### src/rtl/cfgb_pkg.sv
package cfgb_pkg;

    localparam logic [3:0] CMD_CFG_RD = 4'b1010;
    localparam logic [3:0] CMD_CFG_WR = 4'b1011;

    typedef enum logic [0:0] {
        ST_IDLE = 1'b0,
        ST_BUS  = 1'b1
    } seq_st_e;

endpackage

### src/rtl/cfgb_port_decode.sv
module cfgb_port_decode #(
    parameter int          IO_AW     = 16,
    parameter logic [15:0] ADDR_PORT = 16'h0CF8,
    parameter logic [15:0] DATA_PORT = 16'h0CFC
) (
    input  logic             io_req,
    input  logic [IO_AW-1:0] io_addr,
    output logic             hit_addr,
    output logic             hit_data
);
    localparam logic [IO_AW-1:0] SEL_PORT = ADDR_PORT[IO_AW-1:0];
    localparam logic [IO_AW-1:0] DAT_PORT = DATA_PORT[IO_AW-1:0];

    always_comb begin
        hit_addr = io_req && (io_addr == SEL_PORT);
        hit_data = io_req && (io_addr == DAT_PORT);
    end
endmodule

### src/rtl/cfgb_addr_reg.sv
module cfgb_addr_reg #(
    parameter int DW = 32
) (
    input  logic          clk,
    input  logic          rst_n,
    input  logic          we,
    input  logic [DW-1:0] wdata,
    output logic [DW-1:0] q
);
    logic [DW-1:0] sel_d, sel_q;

    always_comb begin
        sel_d = sel_q;
        if (we) sel_d = wdata;
    end

    always_ff @(posedge clk or negedge rst_n) begin
        if (!rst_n) sel_q <= '0;
        else        sel_q <= sel_d;
    end

    assign q = sel_q;
endmodule

### src/rtl/cfgb_ad_pack.sv
module cfgb_ad_pack #(
    parameter int DW    = 32,
    parameter int IDX_W = 6,
    parameter int FN_W  = 3
) (
    input  logic [DW-1:0] sel,
    output logic [DW-1:0] ad,
    output logic          enabled
);
    localparam int IDX_LO = 2;
    localparam int FLD_HI = IDX_LO + IDX_W + FN_W - 1;

    for (genvar b = 0; b < DW; b++) begin : g_bit
        if (b >= IDX_LO && b <= FLD_HI) begin : g_keep
            assign ad[b] = sel[b];
        end else begin : g_zero
            assign ad[b] = 1'b0;
        end
    end

    assign enabled = sel[DW-1];
endmodule

### src/rtl/cfgb_cycle_seq.sv
module cfgb_cycle_seq
    import cfgb_pkg::*;
#(
    parameter int DW = 32
) (
    input  logic          clk,
    input  logic          rst_n,
    input  logic          hit_addr,
    input  logic          hit_data,
    input  logic          io_wr,
    input  logic [DW-1:0] io_wdata,
    input  logic [DW-1:0] sel_word,
    input  logic [DW-1:0] ad_packed,
    input  logic          cfg_en,
    input  logic          cyc_ack,
    input  logic [DW-1:0] cyc_rdata,
    output logic          sel_we,
    output logic          cyc_valid,
    output logic [3:0]    cyc_cmd,
    output logic [DW-1:0] cyc_ad,
    output logic [DW-1:0] cyc_wdata,
    output logic [DW-1:0] io_rdata,
    output logic          io_done
);
    typedef struct packed {
        seq_st_e       st;
        logic          valid;
        logic [3:0]    cmd;
        logic [DW-1:0] ad;
        logic [DW-1:0] wdata;
        logic [DW-1:0] rdata;
        logic          done;
    } seq_t;

    seq_t s_d, s_q;
    logic idle;

    assign idle   = (s_q.st == ST_IDLE);
    assign sel_we = idle && hit_addr && io_wr;

    always_comb begin
        s_d      = s_q;
        s_d.done = 1'b0;
        case (s_q.st)
            ST_IDLE: begin
                if (hit_addr) begin
                    s_d.done = 1'b1;
                    if (!io_wr) s_d.rdata = sel_word;
                end else if (hit_data) begin
                    if (cfg_en) begin
                        s_d.st    = ST_BUS;
                        s_d.valid = 1'b1;
                        s_d.cmd   = io_wr ? CMD_CFG_WR : CMD_CFG_RD;
                        s_d.ad    = ad_packed;
                        s_d.wdata = io_wr ? io_wdata : '0;
                    end else begin
                        s_d.done = 1'b1;
                        if (!io_wr) s_d.rdata = '1;
                    end
                end
            end
            ST_BUS: begin
                if (cyc_ack) begin
                    s_d.st    = ST_IDLE;
                    s_d.valid = 1'b0;
                    s_d.done  = 1'b1;
                    if (s_q.cmd == CMD_CFG_RD) s_d.rdata = cyc_rdata;
                end
            end
            default: s_d.st = ST_IDLE;
        endcase
    end

    always_ff @(posedge clk or negedge rst_n) begin
        if (!rst_n) begin
            s_q.st    <= ST_IDLE;
            s_q.valid <= 1'b0;
            s_q.cmd   <= '0;
            s_q.ad    <= '0;
            s_q.wdata <= '0;
            s_q.rdata <= '0;
            s_q.done  <= 1'b0;
        end else begin
            s_q <= s_d;
        end
    end

    assign cyc_valid = s_q.valid;
    assign cyc_cmd   = s_q.cmd;
    assign cyc_ad    = s_q.ad;
    assign cyc_wdata = s_q.wdata;
    assign io_rdata  = s_q.rdata;
    assign io_done   = s_q.done;
endmodule

### src/rtl/cfg_port_bridge.sv
module cfg_port_bridge #(
    parameter int          IO_AW     = 16,
    parameter int          DW        = 32,
    parameter int          IDX_W     = 6,
    parameter int          FN_W      = 3,
    parameter logic [15:0] ADDR_PORT = 16'h0CF8,
    parameter logic [15:0] DATA_PORT = 16'h0CFC
) (
    input  logic             clk,
    input  logic             rst_n,
    input  logic             io_req,
    input  logic             io_wr,
    input  logic [IO_AW-1:0] io_addr,
    input  logic [DW-1:0]    io_wdata,
    output logic [DW-1:0]    io_rdata,
    output logic             io_done,
    output logic             cyc_valid,
    output logic [3:0]       cyc_cmd,
    output logic [DW-1:0]    cyc_ad,
    output logic [DW-1:0]    cyc_wdata,
    input  logic             cyc_ack,
    input  logic [DW-1:0]    cyc_rdata
);
    logic          hit_addr, hit_data, sel_we, cfg_en;
    logic [DW-1:0] sel_word, ad_packed;

    cfgb_port_decode #(
        .IO_AW(IO_AW), .ADDR_PORT(ADDR_PORT), .DATA_PORT(DATA_PORT)
    ) u_decode (
        .io_req(io_req), .io_addr(io_addr),
        .hit_addr(hit_addr), .hit_data(hit_data)
    );

    cfgb_addr_reg #(.DW(DW)) u_sel (
        .clk(clk), .rst_n(rst_n), .we(sel_we), .wdata(io_wdata), .q(sel_word)
    );

    cfgb_ad_pack #(.DW(DW), .IDX_W(IDX_W), .FN_W(FN_W)) u_pack (
        .sel(sel_word), .ad(ad_packed), .enabled(cfg_en)
    );

    cfgb_cycle_seq #(.DW(DW)) u_seq (
        .clk(clk), .rst_n(rst_n),
        .hit_addr(hit_addr), .hit_data(hit_data),
        .io_wr(io_wr), .io_wdata(io_wdata),
        .sel_word(sel_word), .ad_packed(ad_packed), .cfg_en(cfg_en),
        .cyc_ack(cyc_ack), .cyc_rdata(cyc_rdata),
        .sel_we(sel_we),
        .cyc_valid(cyc_valid), .cyc_cmd(cyc_cmd), .cyc_ad(cyc_ad),
        .cyc_wdata(cyc_wdata), .io_rdata(io_rdata), .io_done(io_done)
    );
endmodule

### config.mk
export PLATFORM = sky130hd
export DESIGN_NAME = cfg_port_bridge
export DESIGN_NICKNAME = d
export VERILOG_FILES = /design/src/rtl/cfgb_pkg.sv /design/src/rtl/cfgb_port_decode.sv /design/src/rtl/cfgb_addr_reg.sv /design/src/rtl/cfgb_ad_pack.sv /design/src/rtl/cfgb_cycle_seq.sv /design/src/rtl/cfg_port_bridge.sv
export SDC_FILE = /design/constraint.sdc
export NUM_CORES = 1
export LEC_CHECK = 0
export ABC_AREA = 1
export CAP_MARGIN = 25
export CORE_MARGIN = 5
export CORE_UTILIZATION = 43
export DETAILED_ROUTE_END_ITERATION = 6
export HOLD_SLACK_MARGIN = 0.02
export PLACE_DENSITY = 0.78
export SLEW_MARGIN = 40
export SYNTH_ARGS = -nofsm -noshare
export SYNTH_HDL_FRONTEND = slang
export SYNTH_SLANG_ARGS = --single-unit
### constraint.sdc
create_clock -name clk -period 1.3 [get_ports clk]
set_input_delay 0.26 -clock clk [delete_from_list [all_inputs] [get_ports clk]]
set_output_delay 0.26 -clock clk [all_outputs]
set_load 0.02 [all_outputs]
==> impl_summary.txt <==
----------------------------------------------------
[GRT]
  Number of antenna violations at the first check in global routing ... 0
  Largest net degree at the start of global routing ... 34
  Number of global-route vias before repair ... 4,988
  Overflow left after global routing ... 0
  Global-route total usage across every layer ... 0.210
  Global-route wire length before repair ... 26,800 um

[Timing]
  RSZ-0062 raised after global routing ... true
  Minimum period implied by the final worst setup slack ... 1.57 ns
  Endpoints failing setup ... 107
  Period utilization ... 1.21
  Max-slew violations ... 0
  Peak clock frequency supported by timing ... 638 MHz
  Max Clock Skew ... 0.00500 ns
  Hold Violations, Final ... 0
  Worst hold slack after final layout ... 0.367 ns
  Final Worst Setup Slack ... -0.268 ns

[Yosys]
  Mux share of post-synthesis cell area ... 0
  Flop and latch count out of synthesis ... 110
  Most common library cells after synthesis ... nand2_1, dfrtp_1, buf_4
  Cell types with the largest area share after synthesis ... dfrtp_1, nand2_1, buf_4, nand3_1, nand4_1
  Number of flops mapped to enable cells by yosys ... 0
  Sequential area share after synthesis ... 0.465
  Most common cell in the synthesized netlist ... nand2_1
  Distinct cells, synth ... 24
  Average cell area after synthesis ... 8.10 um2
  Top cell type by total area after synthesis ... dfrtp_1
  Prevailing post-synth register cell ... dfrtp_1
  Adder-cell share of the synthesized area ... 0
  Simple-gate area share of the yosys netlist ... 0.317
  Post-synthesis share of cell area spent on xor and xnor gates ... 0
  Share of the synthesized area in the top cell type ... 0.465
  Cells after Synth ... 731
  Synthesized-area fraction occupied by ao, oa, aoi and oai cells ... 0.0254
  Netlist Area Pre-Place ... 5920 um2
  Fraction of synthesis flops using an asynchronous set or reset pin ... 1.00
  Synthesis warning total ... 0
  Main combinational cell family by area after synthesis ... simple AND/OR/NAND/NOR gates

[Placed design]
  Final estimated routing congestion in global placement ... 0.839
  Buffers added on ports ... 162
  Placed Cells incl. Taps ... 997
  HPWL after detailed placement ... 11,300 um

[Clock network]
  Clock latency on the worst-skew pair ... 0.36 ns
  Count of H-tree levels built during CTS ... 3
  Clock input transition at the sequential cells of the worst setup and hold paths ... 0.07 ns
  TritonCTS sink count ... 110
  Maximum number of buffers from clock root to sink ... 2
  Cell at the root of the clock tree ... clkbuf_16
  Number of buffers inserted during clock tree synthesis ... 9
  CTS tree ... done

[Critical path]
  CP Cell Sequence ... buf_4 -> buf_6 -> nor2_4 -> nand3_4 -> buf_6 -> buf_12 -> clkbuf_16 -> nand2_1 -> nand2_1
  Category of the critical setup timing path ... flop to flop
  Critical Path Slowest Stage Cell ... dfrtp_1
  Worst Path Required ... 1.55 ns
  Critical path peak fanout ... 8
  Count of buffering cells on the critical path with inverters included ... 5
  Kind of end point of the critical path ... flop
  Cell family with the largest share of critical-path delay ... buffers and inverters
  Max incr delay on CP ... 0.40 ns
  Startpoint types ... flop
  Endpoint arrival time on the critical path ... 1.82 ns

[Power]
  Leakage ... 4.54 nW
  Peak supply drop ... 0.000547 V
  Total power divided by cell area ... 791 nW/um2

[Die]
  Die height ... 127 um
  Initial core utilization ... 0.444
  Floorplan die area ... 16,200 um2
  Die X-Extent ... 127 um
  I/O pin total ... 187
  Placeable Area ... 13,300 um2
  Cell row count ... 42

[Drt]
  Final routed wire length divided by cell count ... 17.1 um
  Iteration-0 DRC Markers ... 389
  Vias/cell ... 4.98
  Count of nets left with antenna violations after detail routing ... 0
  Post-detailed-routing wire length ... 18,000 um
  Detailed-router iteration count before antenna repair ... 5
  Via count ... 5,233
  DRC violation count after routing ... 0

[Finish]
  Number of diodes ... 0
  Final nets ... 954
  Post-route insts no fill ... 1,050
  Fraction of final layout cells with drive strength greater than 1 ... 0.418
  Number of filler instances in the final layout ... 1,045
  Layout Area Growth over Synthesis ... 47.1%

[Outcome]
  Violations in the final reports ... negative setup slack
  Result of the run ... finished with violations

[Run]
  Max-cap check violation count ... 0

[Hold path]
  Class of the most critical hold timing path ... input port to async pin

----------------------------------------------------
-- registers in the layout, indices dropped and copies added, names as in the netlist --
| register | count |
|---|---|
| u_seq.cyc_cmd | 2 |
| u_seq.io_done | 1 |
| u_sel.q | 32 |
| u_seq.cyc_ad | 9 |
| u_seq.io_rdata | 32 |
| u_seq.cyc_valid | 1 |
| u_seq.cyc_wdata | 32 |
| u_seq.s_q | 1 |
-- logic make-up (layout without fill, tap and decap cells) --
| family | Yosys count | in the layout |
|---|---|---|
| simple gates | 427 | 427 |
| buf+inv | 171 | 291 |
| other cells | 1 | 24 |
| compound gates | 22 | 22 |
| flops | 110 | 110 |
-- metrics by stage --
step	setup slack, ns	cell area [um2]	TNS (ns)	util	total power [mW]
CTS	-0.206	8660	-12.30	0.649	6.92
global route	-0.336	8710	-29.59	0.653	7.10
finish	-0.268	8710	-21.53	0.653	6.89
floorplan	-0.0962	6210	-5.49	-	3.74
detailed placement	-0.829	7530	-82.31	0.564	4.11
global placement	-0.782	7530	-79.14	0.564	4.11
-- power by group --
part	leakage, nW	switching [mW]	internal, mW
sequential	1.48	0.0121	3.44
combinational	2.92	0.321	0.279
clock	0.141	1.33	1.51
total	4.54	1.67	5.22
-- cell type report --
| cell class | instances | area (um2) | area share |
|---|---|---|---|
| repair buffers | 244 | 2550 | 0.292 |
| flip-flops and latches | 110 | 2750 | 0.316 |
| inverters | 31 | 141 | 0.0162 |
| clock inverters | 6 | 70.1 | 0.00804 |
| clock buffers | 10 | 229 | 0.0263 |
| well taps | 176 | 220 | 0.0253 |
| multi-input cells | 473 | 2750 | 0.316 |
-- layout by cell type, fill, tap and decap left out, types with 23 or more instances in the layout --
master / count
nand2_4: 26
buf_4: 29
clkdlybuf4s50_1: 66
nand3_2: 26
nand3_1: 40
nand2_1: 190
inv_1: 23
conb_1: 24
clkdlybuf4s15_2: 34
nand2_2: 85
nand4_1: 34
dfrtp_1: 110
buf_2: 37
-- worst register-to-register path: stages, from the launching register on --
cell and delay, ns:
dfrtp_1 0.40, buf_4 0.14, buf_6 0.12, nor2_4 0.12, nand3_4 0.12, buf_6 0.16
buf_12 0.14, clkbuf_16 0.16, nand2_1 0.05, nand2_1 0.04
-- timing repair --
item,CTS,global route
hold buffers,1,0
pin swaps,32,56
buffers inserted,22,7
gates resized for setup,352,163
endpoints found under the hold margin,22,0
endpoints found under the setup margin,188,144
cloned,12,5
-- worst paths after layout --
path / end / from / slack [ns] / cells past startpoint
hold / removal: u_seq.cyc_wdata[5] / rst_n / 0.37 / 2
max in group asynchronous: u_seq.io_rdata[29] / rst_n / 0.46 / 3
min in group clk: u_seq.cyc_wdata[12] / u_seq.cyc_wdata[12] / 0.48 / 2
setup reg to reg: u_seq.cyc_wdata[4] / u_seq.s_q[102] / -0.27 / 9
hold reg to reg: u_seq.cyc_wdata[12] / u_seq.cyc_wdata[12] / 0.48 / 2
setup / recovery: u_seq.cyc_wdata[4] / u_seq.s_q[102] / -0.27 / 9
-- metal layers --
layer	vias to the layer above	track usage	part of all wire
met5	-	0	0
met4	0	0.0662	0.018
met3	35	0.0492	0.062
met2	192	0.327	0.49
met1	2533	0.290	0.43
li1	2473	-	-
Power figures use the tool's default switching activity.
